$ cat src/rtl/gpio_irq_pkg.sv
package gpio_irq_pkg;
  typedef enum logic [1:0] {
    TRIG_RISE = 2'b00,
    TRIG_FALL = 2'b01,
    TRIG_HIGH = 2'b10,
    TRIG_LOW  = 2'b11
  } trig_e;

  localparam int unsigned ADDR_W = 4;

  localparam logic [ADDR_W-1:0] A_USE  = 4'h0;
  localparam logic [ADDR_W-1:0] A_DIR  = 4'h1;
  localparam logic [ADDR_W-1:0] A_TRLO = 4'h2;
  localparam logic [ADDR_W-1:0] A_TRHI = 4'h3;
  localparam logic [ADDR_W-1:0] A_MASK = 4'h4;
  localparam logic [ADDR_W-1:0] A_STAT = 4'h5;
endpackage

$ cat src/rtl/gpio_irq_sync.sv
module gpio_irq_sync #(
  parameter int unsigned W = 32
) (
  input  logic         clk_i,
  input  logic         rst_ni,
  input  logic [W-1:0] d_i,
  output logic [W-1:0] q_o
);
  logic [W-1:0] meta_q, sync_q;

  always_ff @(posedge clk_i or negedge rst_ni) begin
    if (!rst_ni) begin
      meta_q <= '0;
      sync_q <= '0;
    end else begin
      meta_q <= d_i;
      sync_q <= meta_q;
    end
  end

  assign q_o = sync_q;
endmodule

$ cat src/rtl/gpio_irq_detect.sv
module gpio_irq_detect
  import gpio_irq_pkg::*;
#(
  parameter int unsigned NPIN = 32
) (
  input  logic              clk_i,
  input  logic              rst_ni,
  input  logic [NPIN-1:0]   lvl_i,
  input  logic [NPIN-1:0]   en_i,
  input  logic [2*NPIN-1:0] trig_i,
  output logic [NPIN-1:0]   evt_o
);
  logic [NPIN-1:0] prev_q;

  // previous sample tracks every pin so enabling never fakes an edge
  always_ff @(posedge clk_i or negedge rst_ni) begin
    if (!rst_ni) prev_q <= '0;
    else         prev_q <= lvl_i;
  end

  for (genvar p = 0; p < NPIN; p++) begin : g_pin
    trig_e code;
    logic  hit;
    assign code = trig_e'(trig_i[2*p +: 2]);
    always_comb begin
      unique case (code)
        TRIG_RISE: hit =  lvl_i[p] & ~prev_q[p];
        TRIG_FALL: hit = ~lvl_i[p] &  prev_q[p];
        TRIG_HIGH: hit =  lvl_i[p];
        TRIG_LOW:  hit = ~lvl_i[p];
        default:   hit = 1'b0;
      endcase
    end
    assign evt_o[p] = hit & en_i[p];
  end
endmodule

$ cat src/rtl/gpio_irq_regs.sv
module gpio_irq_regs
  import gpio_irq_pkg::*;
#(
  parameter int unsigned NPIN = 32
) (
  input  logic              clk_i,
  input  logic              rst_ni,
  input  logic [ADDR_W-1:0] addr_i,
  input  logic              we_i,
  input  logic [NPIN-1:0]   wdata_i,
  input  logic [NPIN-1:0]   evt_i,
  output logic [NPIN-1:0]   use_o,
  output logic [NPIN-1:0]   dir_o,
  output logic [2*NPIN-1:0] trig_o,
  output logic [NPIN-1:0]   mask_o,
  output logic [NPIN-1:0]   stat_o,
  output logic [NPIN-1:0]   rdata_o
);
  logic [NPIN-1:0] use_q, dir_q, trlo_q, trhi_q, mask_q, stat_q, rd_q;
  logic [NPIN-1:0] clr;
  logic [NPIN-1:0] rd_d;

  assign clr = (we_i && addr_i == A_STAT) ? wdata_i : '0;

  always_ff @(posedge clk_i or negedge rst_ni) begin
    if (!rst_ni) begin
      use_q  <= '0;
      dir_q  <= '0;
      trlo_q <= '0;
      trhi_q <= '0;
      mask_q <= '0;
    end else if (we_i) begin
      unique case (addr_i)
        A_USE:   use_q  <= wdata_i;
        A_DIR:   dir_q  <= wdata_i;
        A_TRLO:  trlo_q <= wdata_i;
        A_TRHI:  trhi_q <= wdata_i;
        A_MASK:  mask_q <= wdata_i;
        default: ;
      endcase
    end
  end

  // set beats clear on the same bit
  always_ff @(posedge clk_i or negedge rst_ni) begin
    if (!rst_ni) stat_q <= '0;
    else         stat_q <= (stat_q & ~clr) | evt_i;
  end

  always_comb begin
    unique case (addr_i)
      A_USE:   rd_d = use_q;
      A_DIR:   rd_d = dir_q;
      A_TRLO:  rd_d = trlo_q;
      A_TRHI:  rd_d = trhi_q;
      A_MASK:  rd_d = mask_q;
      A_STAT:  rd_d = stat_q;
      default: rd_d = '0;
    endcase
  end

  always_ff @(posedge clk_i or negedge rst_ni) begin
    if (!rst_ni) rd_q <= '0;
    else         rd_q <= rd_d;
  end

  assign use_o   = use_q;
  assign dir_o   = dir_q;
  assign trig_o  = {trhi_q, trlo_q};
  assign mask_o  = mask_q;
  assign stat_o  = stat_q;
  assign rdata_o = rd_q;
endmodule

$ cat src/rtl/gpio_irq_port.sv
module gpio_irq_port
  import gpio_irq_pkg::*;
#(
  parameter int unsigned NPIN = 32
) (
  input  logic              clk_i,
  input  logic              rst_ni,
  input  logic [ADDR_W-1:0] addr_i,
  input  logic              we_i,
  input  logic [NPIN-1:0]   wdata_i,
  output logic [NPIN-1:0]   rdata_o,
  input  logic [NPIN-1:0]   pin_i,
  output logic              irq_o
);
  logic [NPIN-1:0]   lvl, use_r, dir_r, mask_r, stat_r, evt, pin_en;
  logic [2*NPIN-1:0] trig_r;
  logic              irq_q;

  gpio_irq_sync #(.W(NPIN)) u_sync (
    .clk_i (clk_i),
    .rst_ni(rst_ni),
    .d_i   (pin_i),
    .q_o   (lvl)
  );

  assign pin_en = use_r & ~dir_r;

  gpio_irq_detect #(.NPIN(NPIN)) u_det (
    .clk_i (clk_i),
    .rst_ni(rst_ni),
    .lvl_i (lvl),
    .en_i  (pin_en),
    .trig_i(trig_r),
    .evt_o (evt)
  );

  gpio_irq_regs #(.NPIN(NPIN)) u_regs (
    .clk_i  (clk_i),
    .rst_ni (rst_ni),
    .addr_i (addr_i),
    .we_i   (we_i),
    .wdata_i(wdata_i),
    .evt_i  (evt),
    .use_o  (use_r),
    .dir_o  (dir_r),
    .trig_o (trig_r),
    .mask_o (mask_r),
    .stat_o (stat_r),
    .rdata_o(rdata_o)
  );

  always_ff @(posedge clk_i or negedge rst_ni) begin
    if (!rst_ni) irq_q <= 1'b0;
    else         irq_q <= |(stat_r & mask_r);
  end

  assign irq_o = irq_q;
endmodule

$ cat config.mk
export PLATFORM = sky130hd
export DESIGN_NAME = gpio_irq_port
export DESIGN_NICKNAME = d
export VERILOG_FILES = /design/src/rtl/gpio_irq_pkg.sv /design/src/rtl/gpio_irq_sync.sv /design/src/rtl/gpio_irq_detect.sv /design/src/rtl/gpio_irq_regs.sv /design/src/rtl/gpio_irq_port.sv
export SDC_FILE = /design/constraint.sdc
export NUM_CORES = 1
export LEC_CHECK = 0
export ABC_AREA = 1
export ABC_CLOCK_PERIOD_IN_PS = 1100
export BUFFER_PORTS_ARGS = -buffer_cell sky130_fd_sc_hd__buf_4
export CORE_MARGIN = 3
export CORE_UTILIZATION = 60
export DETAILED_ROUTE_END_ITERATION = 10
export HOLD_SLACK_MARGIN = 0.05
export PLACE_DENSITY_LB_ADDON = 0.05
export SYNTH_ARGS = -nofsm -noshare
export SYNTH_HDL_FRONTEND = slang
export SYNTH_SLANG_ARGS = --single-unit
$ cat constraint.sdc
create_clock -name clk_i -period 1.1 [get_ports clk_i]
set_input_delay 0 -clock clk_i [delete_from_list [all_inputs] [get_ports clk_i]]
set_output_delay 0 -clock clk_i [all_outputs]
set_load 0.05 [all_outputs]
==> impl_metrics.ini <==
[run_status]
run_status = finished, violations left
violations = negative hold slack, negative setup slack

[cts]
hold_buffers = 66
clock_path_buffers = 3
path_clk_slew_ns = 0.06
numCtsBuffers = 34
cts_tree = yes
h-tree-depth = 2
cts-root-buf = clkbuf_16
worstSkewPairLatency_ns = 0.51
clock_sinks = 321

[cells_and_area]
multi_input_area_um2 = 4670
antennaDiodeCount = 0
final_area_um2 = 17300
drive_gt1_share_pct = 15.3
regArea_um2 = 8030
layout_common_cells = 517 x nand2_1, 321 x dfrtp_1, 210 x nand3_1
nets = 1926
nFillCells = 1535
final_common_cell = nand2_1
area_growth_pct = 27.0

[place]
place_area_um2 = 15300
port-buffer-count = 103
place_congestion = 0.896
place_ws_ns = -0.156
hpwl_um = 27100

[timing]
min_period_ns = 1.10
setup_slack_ns = -0.000586
period_share_pct = 100
fmax_ghz = 0.909
skew_ns = 0.0138
slew_headroom_pct = 78.2
worstMarginPinSlew_ns = 0.327
rsz0062_at_grt = true
final-hold-violation-count = 23
setup_viol = 1
drv_slew = 0
hold_slack_ns = -0.0409

[floorplan]
dieHeight_um = 157
die_w_um = 157
rows = 54
core_area_um2 = 22000
fp.dieArea_um2 = 24500
num_io_pins = 104
start_util_pct = 61.7

[detailed_routing]
met1_length_um = 16700
wl_met3_um = 4530
top_layer_used = met4
viasPerCell = 5.62
drc = 0
drtAntennaViolNets = 0
wl_met2_um = 17200
num_vias = 12100
drt_pass1_iterations = 6
wl_per_cell_um = 18.3
dr.first_iter.drc_count = 1395
wl_um = 39500

[worst_setup_path]
r2r-start = u_regs.mask_o[2]
crit_path_max_incr_delay_ns = 0.42
crit_required_ns = 1.10
r2r_slack_ns = 0.01
path_max_fanout = 1
reg2reg_depth = 6
end_kind = output port
path_buf_inv = 1
arrival_ns = 1.10
critPathTopFamily = flip-flops
path_cells = buf_6
crit_type = flip-flop to output port
slowest_stage = dfrtp_1
critPathLaunchType = flip-flop
worst_r2r_endpoint = irq_o

[yosys]
post-synth-top-area-fraction_pct = 59.1
synthCells = 1632
yosysUniqueCellTypes = 17
ys_seq_area_share_pct = 59.1
syn_area_um2 = 13600
syn_area_per_cell_um2 = 8.33
yosys-top-cells-area = dfrtp_1 59%, nand2_1 14%, nand3_1 8.1%
yosys_warnings = 0
yosysTopAreaCell = dfrtp_1
synth_fp_nets = 1703
ys_ff_latch = 321

[global_route]
antenna_found_initial = 0
grt_use_total_pct = 33.3
grt_max_degree = 59
overflow = 0
grt_pass1_vias = 11800
grt_pass1_wl_um = 63000

[pwr]
p_per_area_nw_per_um2 = 1910
irDropWorstVdd_v = 0.00187
leakage_nw = 8.71

[job]
maxCapViolations = 0

[worst_hold_path]
hold_class = input pin to asynchronous set/reset pin
sequential cells by signal, indices dropped and copies added (netlist names):
register and count:
irq_o 1, u_det.prev_q 32, u_regs.dir_o 32, u_regs.mask_o 32
u_regs.rdata_o 32, u_regs.stat_o 32, u_regs.trhi_q 32, u_regs.trlo_q 32
u_regs.use_o 32, u_sync.meta_q 32, u_sync.q_o 32
per-layer routing:
layer  up-vias  track usage [%]
li1       5585                -
met1      5812             51.0
met2       646             49.0
met3        88             6.33
met4         0             9.55
met5         -                0
worst max-delay path by stage:
stage | endpoint | start | cells after the start
after CTS | rdata_o[31] | u_regs.rdata_o[31] | 1
final | rdata_o[31] | u_regs.rdata_o[31] | 1
after detailed placement | u_regs.mask_o[11] | addr_i[0] | 6
after global routing | u_regs.stat_o[20] | u_regs.trhi_q[8] | 5
after global placement | u_regs.rdata_o[9] | addr_i[0] | 9
after floorplan | u_regs.use_o[12] | addr_i[2] | 6
timing repair:
| action | in CTS | in global routing |
|---|---|---|
| gates resized for setup | 8 | 36 |
| pin swaps | 0 | 26 |
| buffers inserted | 0 | 7 |
| setup endpoints to repair | 7 | 24 |
| endpoints found under the hold margin | 545 | 23 |
metrics by stage:
step	utilization (%)	setup TNS [ns]	std cells	power, mW	hold WS (ns)
6_report	78.4	-0.000586	2159	33.1	-0.0409
5_1_grt	78.4	-0.111	2159	34.6	-0.0100
4_1_cts	77.8	-0.0160	2152	32.9	-0.0375
3_5_place_dp	69.5	-10.67	2026	21.0	-0.103
3_3_place_gp	69.5	-3.88	2026	20.7	-0.100
2_1_floorplan	-	0	1632	18.3	-0.296
cell usage after synthesis:
library cell	number
nor2_2	4
nor2_1	92
nor2_4	4
nand2_2	2
dfrtp_1	321
buf_1	2
clkbuf_2	1
clkbuf_1	24
inv_2	1
o21a_1	2
o21ai_0	157
inv_1	182
a21oi_1	15
nand2_1	524
buf_2	45
o21ai_1	35
nand3_1	221
report_power, final:
part | leakage, nW | internal, mW | switching (mW)
clock | 0.558 | 7.10 | 4.55
sequential | 3.79 | 13.9 | 1.41
combinational | 4.36 | 2.39 | 3.75
kinds of logic (layout without fill, tap and decap cells):
| family | after synthesis | in the layout | synth area share [%] |
|---|---|---|---|
| AOI/OAI and AO/OA | 209 | 209 | 7.73 |
| and+or+nand+nor | 847 | 847 | 25.7 |
| DFF | 321 | 321 | 59.1 |
| buffers and inverters | 255 | 502 | 7.46 |
area by class of cell:
cell class	count	share of cell area, %
multi-input combinational	1056	27.0
timing repair buffer	259	13.9
sequential	321	46.5
clock buffer	52	5.90
tap	280	2.03
clock inverter	8	0.702
inverter	183	3.99
worst register-to-register path, cell delays in order, from the launching register on:
cell and delay, ns:
dfrtp_1 0.38, nand2_1 0.07, nand2_1 0.05, nor2_1 0.14, nand2_1 0.10, nor2_2 0.15
nand2_1 0.07
No activity file was read; power rests on OpenSTA's default activity.
